<file path="src/rtl/rip_pkg.sv">
package rip_pkg;
    typedef enum logic [1:0] {
        CSRC_FAST = 2'b00,
        CSRC_GEN  = 2'b01,
        CSRC_ZERO = 2'b10,
        CSRC_ONE  = 2'b11
    } csrc_e;

    typedef enum logic [1:0] {
        OP_ADD  = 2'b00,
        OP_SUB  = 2'b01,
        OP_CMP  = 2'b10,
        OP_ADDX = 2'b11
    } op_e;

    typedef enum logic {
        LAY_FULL = 1'b0,
        LAY_HALF = 1'b1
    } layout_e;
endpackage

</file>
<file path="src/rtl/rip_bit_cell.sv">
module rip_bit_cell (
    input  logic x,
    input  logic y,
    input  logic rin,
    output logic sum,
    output logic rout
);
    logic gen_t;
    logic prop_t;

    assign gen_t  = x & y;
    assign prop_t = x ^ y;
    assign sum    = prop_t ^ rin;
    assign rout   = gen_t | (prop_t & rin);
endmodule

</file>
<file path="src/rtl/rip_carry_chain.sv">
module rip_carry_chain #(
    parameter int W = 8
) (
    input  logic [W-1:0] x,
    input  logic [W-1:0] y,
    input  logic         cin,
    output logic [W-1:0] sum,
    output logic [W:0]   rip
);
    assign rip[0] = cin;

    for (genvar k = 0; k < W; k++) begin : g_cell
        rip_bit_cell u_cell (
            .x    (x[k]),
            .y    (y[k]),
            .rin  (rip[k]),
            .sum  (sum[k]),
            .rout (rip[k+1])
        );
    end
endmodule

</file>
<file path="src/rtl/rip_lut_bank.sv">
module rip_lut_bank #(
    parameter int N = 4
) (
    input  logic [N-1:0]   x,
    input  logic [N-1:0]   y,
    input  logic [4*N-1:0] cfg,
    output logic [N-1:0]   f
);
    for (genvar k = 0; k < N; k++) begin : g_lut
        logic [3:0] table_k;
        assign table_k = cfg[k*4 +: 4];
        assign f[k]    = table_k[{y[k], x[k]}];
    end
endmodule

</file>
<file path="src/rtl/rip_out_regs.sv">
module rip_out_regs #(
    parameter int NIB_W   = 4,
    parameter int NIBBLES = 2
) (
    input  logic                     clk,
    input  logic                     rst,
    input  logic                     ce,
    input  logic [NIB_W*NIBBLES-1:0] d_res,
    input  logic                     d_ninth,
    output logic [NIB_W*NIBBLES-1:0] q_res,
    output logic                     q_ninth
);
    for (genvar n = 0; n < NIBBLES; n++) begin : g_nib
        always_ff @(posedge clk) begin
            if (rst) begin
                q_res[n*NIB_W +: NIB_W] <= '0;
            end else if (ce) begin
                q_res[n*NIB_W +: NIB_W] <= d_res[n*NIB_W +: NIB_W];
            end
        end
    end

    always_ff @(posedge clk) begin
        if (rst) begin
            q_ninth <= 1'b0;
        end else if (ce) begin
            q_ninth <= d_ninth;
        end
    end
endmodule

</file>
<file path="src/rtl/rip_slice.sv">
module rip_slice #(
    parameter int NIB_W = 4
) (
    input  logic               clk,
    input  logic               rst,
    input  logic               ce,
    input  logic               layout_half,
    input  logic [1:0]         op,
    input  logic [1:0]         cin_sel,
    input  logic               ci_fast,
    input  logic               ci_gen,
    input  logic [2*NIB_W-1:0] a,
    input  logic [2*NIB_W-1:0] b,
    input  logic [4*NIB_W-1:0] lut_cfg,
    input  logic [1:0]         reg_res,
    input  logic               reg_cy,
    input  logic               gp_sel,
    input  logic               gp_d,
    output logic [2*NIB_W-1:0] res,
    output logic               co_fast,
    output logic               co_gen,
    output logic               q9
);
    import rip_pkg::*;

    localparam int NIBBLES = 2;
    localparam int W       = NIB_W * NIBBLES;

    csrc_e   src_q;
    op_e     op_q;
    layout_e lay_q;

    logic         chain_cin;
    logic         invert_b;
    logic [W-1:0] b_eff;
    logic [W-1:0] chain_sum;
    logic [W:0]   chain_rip;
    logic [NIB_W-1:0] lut_f;
    logic [W-1:0] comb_res;
    logic         comb_cy;
    logic         gp_use;
    logic         ninth_d;
    logic [W-1:0] q_res;
    logic         q_ninth;
    logic         cy_out;

    assign src_q = csrc_e'(cin_sel);
    assign op_q  = op_e'(op);
    assign lay_q = layout_e'(layout_half);

    always_comb begin
        unique case (src_q)
            CSRC_FAST: chain_cin = ci_fast;
            CSRC_GEN:  chain_cin = ci_gen;
            CSRC_ZERO: chain_cin = 1'b0;
            CSRC_ONE:  chain_cin = 1'b1;
        endcase
    end

    always_comb begin
        unique case (op_q)
            OP_SUB, OP_CMP:  invert_b = 1'b1;
            OP_ADD, OP_ADDX: invert_b = 1'b0;
        endcase
    end

    assign b_eff = invert_b ? ~b : b;

    rip_carry_chain #(.W(W)) u_chain (
        .x   (a),
        .y   (b_eff),
        .cin (chain_cin),
        .sum (chain_sum),
        .rip (chain_rip)
    );

    rip_lut_bank #(.N(NIB_W)) u_luts (
        .x   (a[W-1:NIB_W]),
        .y   (b[W-1:NIB_W]),
        .cfg (lut_cfg),
        .f   (lut_f)
    );

    always_comb begin
        unique case (lay_q)
            LAY_FULL: begin
                comb_res = chain_sum;
                comb_cy  = chain_rip[W];
            end
            LAY_HALF: begin
                comb_res = {lut_f, chain_sum[NIB_W-1:0]};
                comb_cy  = chain_rip[NIB_W];
            end
        endcase
        if (op_q == OP_CMP) begin
            comb_res = '0;
        end
    end

    assign gp_use  = (lay_q == LAY_HALF) && gp_sel;
    assign ninth_d = gp_use ? gp_d : comb_cy;

    rip_out_regs #(.NIB_W(NIB_W), .NIBBLES(NIBBLES)) u_regs (
        .clk     (clk),
        .rst     (rst),
        .ce      (ce),
        .d_res   (comb_res),
        .d_ninth (ninth_d),
        .q_res   (q_res),
        .q_ninth (q_ninth)
    );

    for (genvar n = 0; n < NIBBLES; n++) begin : g_outsel
        assign res[n*NIB_W +: NIB_W] = reg_res[n] ? q_res[n*NIB_W +: NIB_W]
                                                  : comb_res[n*NIB_W +: NIB_W];
    end

    assign cy_out  = (reg_cy && !gp_use) ? q_ninth : comb_cy;
    assign co_fast = cy_out;
    assign co_gen  = cy_out;
    assign q9      = q_ninth;
endmodule

</file>
<file path="config.mk">
export PLATFORM = sky130hd
export DESIGN_NAME = rip_slice
export DESIGN_NICKNAME = d
export VERILOG_FILES = /design/src/rtl/rip_pkg.sv /design/src/rtl/rip_bit_cell.sv /design/src/rtl/rip_carry_chain.sv /design/src/rtl/rip_lut_bank.sv /design/src/rtl/rip_out_regs.sv /design/src/rtl/rip_slice.sv
export SDC_FILE = /design/constraint.sdc
export NUM_CORES = 1
export LEC_CHECK = 0
export BUFFER_PORTS_ARGS = -buffer_cell sky130_fd_sc_hd__clkbuf_2
export CAP_MARGIN = 40
export CORE_ASPECT_RATIO = 0.8
export CORE_MARGIN = 5
export CORE_UTILIZATION = 47
export DETAILED_ROUTE_END_ITERATION = 6
export GPL_TIMING_DRIVEN = 0
export PLACE_DENSITY_LB_ADDON = 0.25
export SETUP_SLACK_MARGIN = 0.05
export SLEW_MARGIN = 5
export SYNTH_ARGS = -nofsm -noshare
export SYNTH_HDL_FRONTEND = slang
export SYNTH_SLANG_ARGS = --single-unit
</file>
<file path="constraint.sdc">
create_clock -name clk -period 21.4 [get_ports clk]
set_input_delay 5.35 -clock clk [delete_from_list [all_inputs] [get_ports clk]]
set_output_delay 5.35 -clock clk [all_outputs]
set_load 0.005 [all_outputs]
</file>
; Word-level counts from Yosys, hierarchy flattened
; Cells that the tools add are included.
[totals]
register_bits = 9
out_inout_bits = 11
elab_cells = 80
in_bits = 47
[op_classes]
magnitude_cmp = 4
eq_ne = 6
n_mux = 18
bitwise_logic = 42
n_reduce_logical = 7
[ops]
columns = op, n
row1 = bitwise AND 1 bit, 16
row2 = two-way mux 8 bit, 2
row3 = one-hot mux 8 bit (2 select lines), 1
row4 = bitwise XOR 1 bit, 16
row5 = "less-than comparator 2 x 3 -> 1 bit, second input constant", 4
row6 = binary-select mux 1 bit (select 2 bit), 4
row7 = "equality test 2 bit, second input constant", 4
row8 = two-way mux 4 bit, 2
row9 = inverter 8 bit, 1
row10 = bitwise OR 1 bit, 8
row11 = two-way mux 1 bit, 6
row12 = "equality test 2 x 1 -> 1 bit, second input constant", 2
row13 = logical NOT 2 bit, 2
row14 = one-hot mux 1 bit (2 select lines), 2
row15 = one-hot mux 1 bit (4 select lines), 1
row16 = OR reduction 2 bit, 2
row17 = logical AND 1 bit, 2
row18 = logical NOT 1 bit, 1
row19 = inverter 1 bit, 1

; Depth between registers and ports, before layout
; Gate-level depths: netlist of the first run.
[depth]
ltp_word = 23
depth_mapped = 16
depth_no_buf = 15

; Cells and area by module
; From an unflattened synthesis of the first run, not the netlist that was laid out.
[unflattened]
cells_unflattened = 93
hier_area_um2 = 955.9
[by_module_without_submodules]
columns = mod, cells_each, n_inst, seq_area_each_um2, area_each_um2
row1 = rip_slice, 51, 1, 0.0, 379.1
row2 = rip_out_regs, 29, 1, 180.2, 319.1
row3 = rip_bit_cell, 1, 8, 0.0, 20.0
row4 = rip_lut_bank, 4, 1, 0.0, 90.1
row5 = rip_carry_chain, 1, 1, 0.0, 7.5

; Worst setup path after synthesis of the first run
; OpenSTA, ideal clock, no wires.
[synth_path]
path_kind = input-to-output
start = in op[0]
end = out res[7]
arrival_time_ns = 9.443
slack_ns = 6.607
t_required_ns = 16.050
stages = 16
path_cell_list = inv_1 -> ha_1 -> buf_2 -> xnor2_1 -> fa_1 -> fa_1 -> fa_1 -> fa_1 -> fa_1 -> fa_1 -> inv_1 -> fa_1 -> fa_1 -> or2b_1 -> o31ai_2 -> o41ai_1
[synth_between]
elab_chain_len = 23
[synth_rtl]
columns = element, line
row1 = "start, declared", rip_slice.sv:8  ; input logic [1:0] op,
row2 = equality test 2 bit (tied with other cells), rip_slice.sv:61  ; unique case (op_q)
row3 = OR reduction 2 bit, rip_slice.sv:61
row4 = one-hot mux 1 bit (2 select lines), rip_slice.sv:61
row5 = two-way mux 8 bit, rip_slice.sv:67  ; assign b_eff = invert_b ? ~b : b;
row6 = bitwise XOR 1 bit, rip_bit_cell.sv:12  ; assign prop_t = x ^ y;
row7 = bitwise AND 1 bit, rip_bit_cell.sv:14  ; assign rout = gen_t | (prop_t & rin);
row8 = bitwise OR 1 bit, rip_bit_cell.sv:14
row9 = bitwise AND 1 bit, rip_bit_cell.sv:14
row10 = (+7 left out), -
row11 = bitwise AND 1 bit, rip_bit_cell.sv:14
row12 = bitwise OR 1 bit, rip_bit_cell.sv:14
row13 = bitwise AND 1 bit, rip_bit_cell.sv:14
row14 = bitwise OR 1 bit, rip_bit_cell.sv:14
row15 = bitwise XOR 1 bit, rip_bit_cell.sv:13  ; assign sum = prop_t ^ rin;
row16 = one-hot mux 8 bit (2 select lines), rip_slice.sv:85  ; unique case (lay_q)
row17 = two-way mux 8 bit *, rip_slice.sv:95  ; if (op_q == OP_CMP) begin
row18 = two-way mux 4 bit *, rip_slice.sv:114  ; assign res[n*NIB_W +: NIB_W] = reg_res[n] ? q_res[n*NIB_W +: NIB_W]
row19 = "end, declared", rip_slice.sv:19  ; output logic [2*NIB_W-1:0] res,
; Mark *: on every way between the ends. The rest lies on a longest branch, timed or not. The select of a mux whose other input is x is not followed.

; Worst setup path in the final report of the first run
; Ends and elaborated chain as after synthesis.

==> flow_summary.toml, run 1 <==
[synth]
netlist_instances = 117
yosys.area.top_type_share = 0.175
yosys.area.top_type = "dfxtp_1"
yosysWarnings = 0
synth_most_common_cell = "nand2_1"
syn_avg_cell_area_sq_um = 8.78
synth_cell_type_count = 37
synth_area_sq_mm = 0.00103
synth-seq-cells = 9
synth_edf_count = 0
netlist_top_cells_area = "dfxtp_1, fa_1, nand2b_1"
synthTopCellsByCount = "nand2_1, nand2b_1, dfxtp_1, fa_1"
ys_seq_area_frac = 0.175
ys.flop_type = "dfxtp_1"
async_reset_ff_frac = 0
synth_fp_nets = 173

[clock_tree]
path_clk_slew_ns = 0.06
cts_buffers = 3
post_cts_buffers = 0
cts.path.max_buffers = 2
h-tree-depth = 1
clk_latency_ns = 0.26
postCtsHoldBufs = 0
cts_tree = "built"
cts_root_buf = "clkbuf_4"
cts_sinks = 9
ctsResizeCount = 0

[drt]
vias = 1041
drt-initial-drc-count = 31
route.detailed.drc = 0
drt_pass1_iterations = 4
drt_wl_total_mm = 2.53
wl_per_cell_um = 12.5
post_drt_via_cell_ratio = 5.15
ant_nets = 0

[sta]
timing.final.crit_share = 0.710
hold_violations = 0
rsz0062_at_grt = "no"
clock_skew_ns = 0
period_minus_slack_ns = 15.20
setup_tns_ns = 0
fmax_ghz = 0.0658
relSlewSlack = 0.763
tightest_slew_ns = 0.350
finalSetupViolCount = 0
finalMaxSlewViolations = 0

[critical_path]
endpoint = "res[7]"
worst_setup_path_startpoint = "op[0]"
max_stage_delay_ns = 0.45
r2r-end = "u_regs.q_ninth"
cp_data_required_time_ns = 16.05
worstPathArrival_ns = 9.85
r2r_slack_ns = 20.76
crit_slowest_cell = "fa_1"
reg2regPathDepth = 2
path_class = "primary input to primary output"
cp-end-kind = "primary output"
cp_max_fo = 8
reg2reg_from = "u_regs.q_ninth"
crit_chain = "clkbuf_2 -> inv_1 -> ha_1 -> buf_2 -> xnor2_1 -> fa_1 -> fa_1 -> fa_1 -> fa_1 -> fa_1 -> fa_1 -> inv_1 -> fa_1 -> fa_1 -> or2b_1 -> o31ai_2 -> o41ai_1 -> clkbuf_2"
start_kind = "primary input"
cpMostUsedCell = "fa_1"

[floorplanning]
io_pins = 58
die-area_sq_mm = 0.00323
die_w_um = 62.3
coreArea_sq_mm = 0.00212
std_cell_rows = 15
start_util = 0.484
die_h_um = 51.8

[finish]
nNetsFinal = 234
n_fill_cell = 195
area_growth_pct = 32.9
multiInputGateArea_sq_um = 766
drive_gt1_frac = 0.407
final_area_sq_mm = 0.00137
register_area_sq_um = 180
insertedDiodeCount = 0

[hold_path]
worstHoldPathType = "flop to flop"

[power]
power_density_mw_per_mm2 = 50.4
p_leak_nw = 0.651
p_total_uw = 68.8
vdd_ir_drop_max_uv = 29.6

[global_routing]
grt.overflow.total = 0
grt_pass1_vias = 1032
grt_pass1_wl_mm = 4.38
grt_max_degree = 11
antenna_found_initial = 0
grt.total_usage = 0.167

[placement]
port_buffers = 56
dpl-instance-area_sq_mm = 0.00134
hpwlAfterDp_mm = 2.22
gp_congestion = 0.791

[run]
drv_cap = 0

[run_status]
status = "completed"
[flip-flops by register name (all words and copies together) (netlist names)]
register        flops
u_regs.q_res        8
u_regs.q_ninth      1
[report_power, final]
part	internal, mW	total (mW)	switching, mW
sequential	0.0186	0.0197	0.00105
combinational	0.0185	0.0361	0.0175
clock	0.00719	0.0131	0.00593
total	0.0443	0.0688	0.0245
[layout by cell type, fill, tap and decap left out, types with 2 or more instances in the layout]
cell type and count:
nand3b_1 4, clkbuf_1 2, mux2_2 2, nand2_1 16, fa_1 8, o41ai_2 2, o31ai_1 3, xnor2_1 6
clkbuf_2 56, o22ai_1 2, o21ai_0 3, inv_1 5, dfxtp_1 9, a32o_1 2, nor2_1 6, a21oi_1 5
buf_4 2, clkbuf_4 3, nand3_1 3, nor2b_1 2, mux2_1 3, xor2_1 2, nand2b_1 13, o21ai_1 2
mux2i_1 2
[metrics by stage]
stage	util	hold slack [ns]	instances	setup slack (ns)
after CTS	0.644	0.464	202	6.20
final	0.644	0.461	202	6.20
after floorplan	-	0.425	117	6.61
after global placement	0.631	0.435	198	6.24
after global routing	0.644	0.487	202	5.94
after detailed placement	0.631	0.443	198	6.22
[logic make-up (layout without fill, tap and decap cells)]
logic type / count (synthesis) / in the layout / synth area share
and+or+nand+nor: 46 / 46 / 0.229
muxes: 8 / 8 / 0.0889
buffers and inverters: 12 / 72 / 0.0792
adders and majority gates: 9 / 9 / 0.168
xor gates and xnor gates: 8 / 8 / 0.0682
DFF: 9 / 9 / 0.175
AOI/OAI and AO/OA: 25 / 25 / 0.191
[worst max-delay path, delay by kind of cell]
family / cells / cell delay, ns
buf+inv: 5 / 0.55
compound gates: 2 / 0.34
fa+ha+maj: 9 / 3.27
xor+xnor: 1 / 0.17
simple gates: 1 / 0.17
[final cells by class]
cell class              instances  area share
plain buffers                   6      0.0330
clock buffers                   4      0.0192
inverters                       6      0.0266
multi-input cells              96       0.561
flip-flops and latches          9       0.132
well taps                      25      0.0229
repair buffers                 56       0.205
[per-layer routing]
| layer | track usage | wire length, um |
|---|---|---|
| met5 | 0 | 0 |
| met4 | 0.0530 | 22 |
| met3 | 0.0324 | 150 |
| met2 | 0.290 | 1200 |
| met1 | 0.209 | 1150 |
[worst min path at each step]
| stage | from | to | slack [ns] | cells after the start |
|---|---|---|---|---|
| detailed placement | u_regs.q_res[5] | u_regs.q_res[5] | 0.44 | 2 |
| floorplan | u_regs.q_res[5] | u_regs.q_res[5] | 0.42 | 2 |
| CTS | u_regs.q_res[7] | u_regs.q_res[7] | 0.46 | 2 |
| global route | u_regs.q_res[7] | u_regs.q_res[7] | 0.49 | 2 |
| global placement | u_regs.q_res[5] | u_regs.q_res[5] | 0.43 | 2 |
| finish | u_regs.q_res[5] | u_regs.q_res[5] | 0.46 | 2 |
Power figures use the tool's default switching activity.
==> run 2, diff against run 1 <==
Settings changed: ABC_AREA set to 1, CORE_UTILIZATION 47 to 38.
Clock period 21.4 ns to 13.1 ns, I/O delays scaled along.
==> flow_summary.toml, run 2 <==
[critical_path]
crit_slowest_cell = "fa_1"
max_stage_delay_ns = 0.43
reg2regPathDepth = 2
start_kind = "primary input"
cp_data_required_time_ns = 9.82
r2r-end = "u_regs.q_res[7]"
worst_setup_path_startpoint = "op[0]"
reg2reg_from = "u_regs.q_res[7]"
cp-end-kind = "primary output"
cpMostUsedCell = "fa_1"
r2r_slack_ns = 12.39
crit_chain = "clkbuf_2 -> inv_1 -> ha_1 -> buf_2 -> xnor2_1 -> fa_1 -> fa_1 -> fa_1 -> fa_1 -> fa_1 -> fa_1 -> inv_1 -> fa_1 -> fa_1 -> a21oi_2 -> nand2_2 -> o21ai_2 -> clkbuf_2"
cp_max_fo = 8
worstPathArrival_ns = 7.52
path_class = "primary input to primary output"

[clock_tree]
h-tree-depth = 1
ctsResizeCount = 0
cts_root_buf = "clkbuf_4"
clk_latency_ns = 0.26
post_cts_buffers = 0
path_clk_slew_ns = 0.06
cts_sinks = 9
cts.path.max_buffers = 2
cts_tree = "built"
postCtsHoldBufs = 0
cts_buffers = 3

[synth]
yosys.area.top_type_share = 0.195
synth_area_sq_um = 925
netlist_top_cells_area = "dfxtp_1, nand2_1, fa_1"
ys_seq_area_frac = 0.195
netlist_instances = 134
yosysWarnings = 0
syn_avg_cell_area_sq_um = 6.90
synth-seq-cells = 9
synth_cell_type_count = 22
yosys.area.top_type = "dfxtp_1"
ys.flop_type = "dfxtp_1"
synth_most_common_cell = "nand2_1"
synth_fp_nets = 190
synth_edf_count = 0
async_reset_ff_frac = 0
synthTopCellsByCount = "nand2_1, o21ai_0, inv_1, dfxtp_1, nand3_1"

[drt]
routed-wl-met3_um = 191
wl_met1_um = 985
route.detailed.drc = 0
wl_per_cell_um = 10.5
vias = 1026
drt_wl_total_mm = 2.32
drt_pass1_iterations = 4
ant_nets = 0
top_layer = "met3"
met2_wirelength_mm = 1.14
post_drt_via_cell_ratio = 4.64
drt-initial-drc-count = 14

[hold_path]
hold_start = "u_regs.q_res[2]"
min_to = "u_regs.q_res[2]"
holdPathStages = 2
worstHoldPathType = "flop to flop"

[sta]
setup_tns_ns = 0
hold_violations = 0
clock_skew_ns = 0
period_minus_slack_ns = 10.79
fmax_ghz = 0.0927
finalWorstSetupSlack_ns = 2.31
finalSetupViolCount = 0
tightest_slew_ns = 0.297
finalMaxSlewViolations = 0
relSlewSlack = 0.800
timing.final.crit_share = 0.824
rsz0062_at_grt = "no"

[global_routing]
grt.overflow.total = 0
antenna_found_initial = 0
grt_pass1_vias = 1068
grt_max_degree = 11
grt.total_usage = 0.145
grt_pass1_wl_mm = 4.12

[power]
vdd_ir_drop_max_uv = 33.8
power_density_mw_per_mm2 = 84.0
p_leak_nw = 0.688

[finish]
largest_reg_flops = 8
multiInputGateArea_sq_um = 656
n_fill_cell = 254
register_area_sq_um = 180
insertedDiodeCount = 0
final_common_cell = "clkbuf_2"
most-common-layout-cells = "clkbuf_2, nand2_1, o21ai_0, inv_1"
drive_gt1_frac = 0.366
largest-register = "u_regs.q_res"
area_growth_pct = 36.8
nNetsFinal = 251
top_regs = "u_regs.q_res: 8 flops, u_regs.q_ninth: 1 flops"

[floorplanning]
die_w_um = 65.2
start_util = 0.388
coreArea_sq_mm = 0.00238
die-area_sq_mm = 0.00353
die_h_um = 54.1
io_pins = 58
std_cell_rows = 16

[run]
drv_cap = 0

[placement]
port_buffers = 56
hpwlAfterDp_mm = 2.06
pre_cts_ws_ns = 2.28
gp_congestion = 0.706

[run_status]
status = "completed"
## run 2: cells by family after synthesis
group                    after synthesis  synth area share
AND/OR/NAND/NOR                       57             0.246
flip-flops                             9             0.195
XOR/XNOR                               8            0.0758
multiplexers                           1            0.0122
AO/OA/AOI/OAI                         31             0.188
buffers and inverters                 19            0.0961
adder cells (fa/ha/maj)                9             0.187
## run 2: worst max-delay path by stage
stage | to | slack, ns | cells past startpoint
detailed placement | res[7] | 2.28 | 18
global route | res[7] | 2.11 | 18
floorplan | res[7] | 2.63 | 16
CTS | res[7] | 2.27 | 18
global placement | res[7] | 2.33 | 18
finish | res[7] | 2.31 | 18
## run 2: area by class of cell
type / count / share of cell area
inverter: 14 / 0.0415
tap: 27 / 0.0267
multi-input combinational: 106 / 0.518
sequential: 9 / 0.142
clock buffer: 4 / 0.0208
timing repair buffer: 56 / 0.222
buffer: 5 / 0.0287
## run 2: per-layer routing
layer | vias up | GRT usage
met4 | 0 | 0.0207
met2 | 39 | 0.285
li1 | 553 | -
met3 | 0 | 0.0376
met5 | - | 0
met1 | 434 | 0.163
## run 2: critical path: cells and delay by family
family	cells	cell delay, ns
and+or+nand+nor	1	0.08
AOI/OAI and AO/OA	2	0.26
xor gates and xnor gates	1	0.17
buffers and inverters	5	0.49
adders and majority gates	9	3.23
## run 2: stage by stage
step                      power (mW)  std cells  utilization  hold slack (ns)  instance area (sq um)
final                          0.106        221        0.531            0.528                   1260
after detailed placement      0.0865        217        0.520            0.518                   1240
after CTS                      0.108        221        0.531            0.528                   1260
after floorplan               0.0659        134            -            0.490                    925
after global routing           0.118        221        0.531            0.554                   1260
after global placement        0.0846        217        0.520            0.506                   1240
## run 2: power by group
| part | switching [mW] | internal [mW] | total, mW |
|---|---|---|---|
| clock | 0.00959 | 0.0117 | 0.0213 |
| sequential | 0.00133 | 0.0302 | 0.0316 |
| combinational | 0.0276 | 0.0258 | 0.0534 |
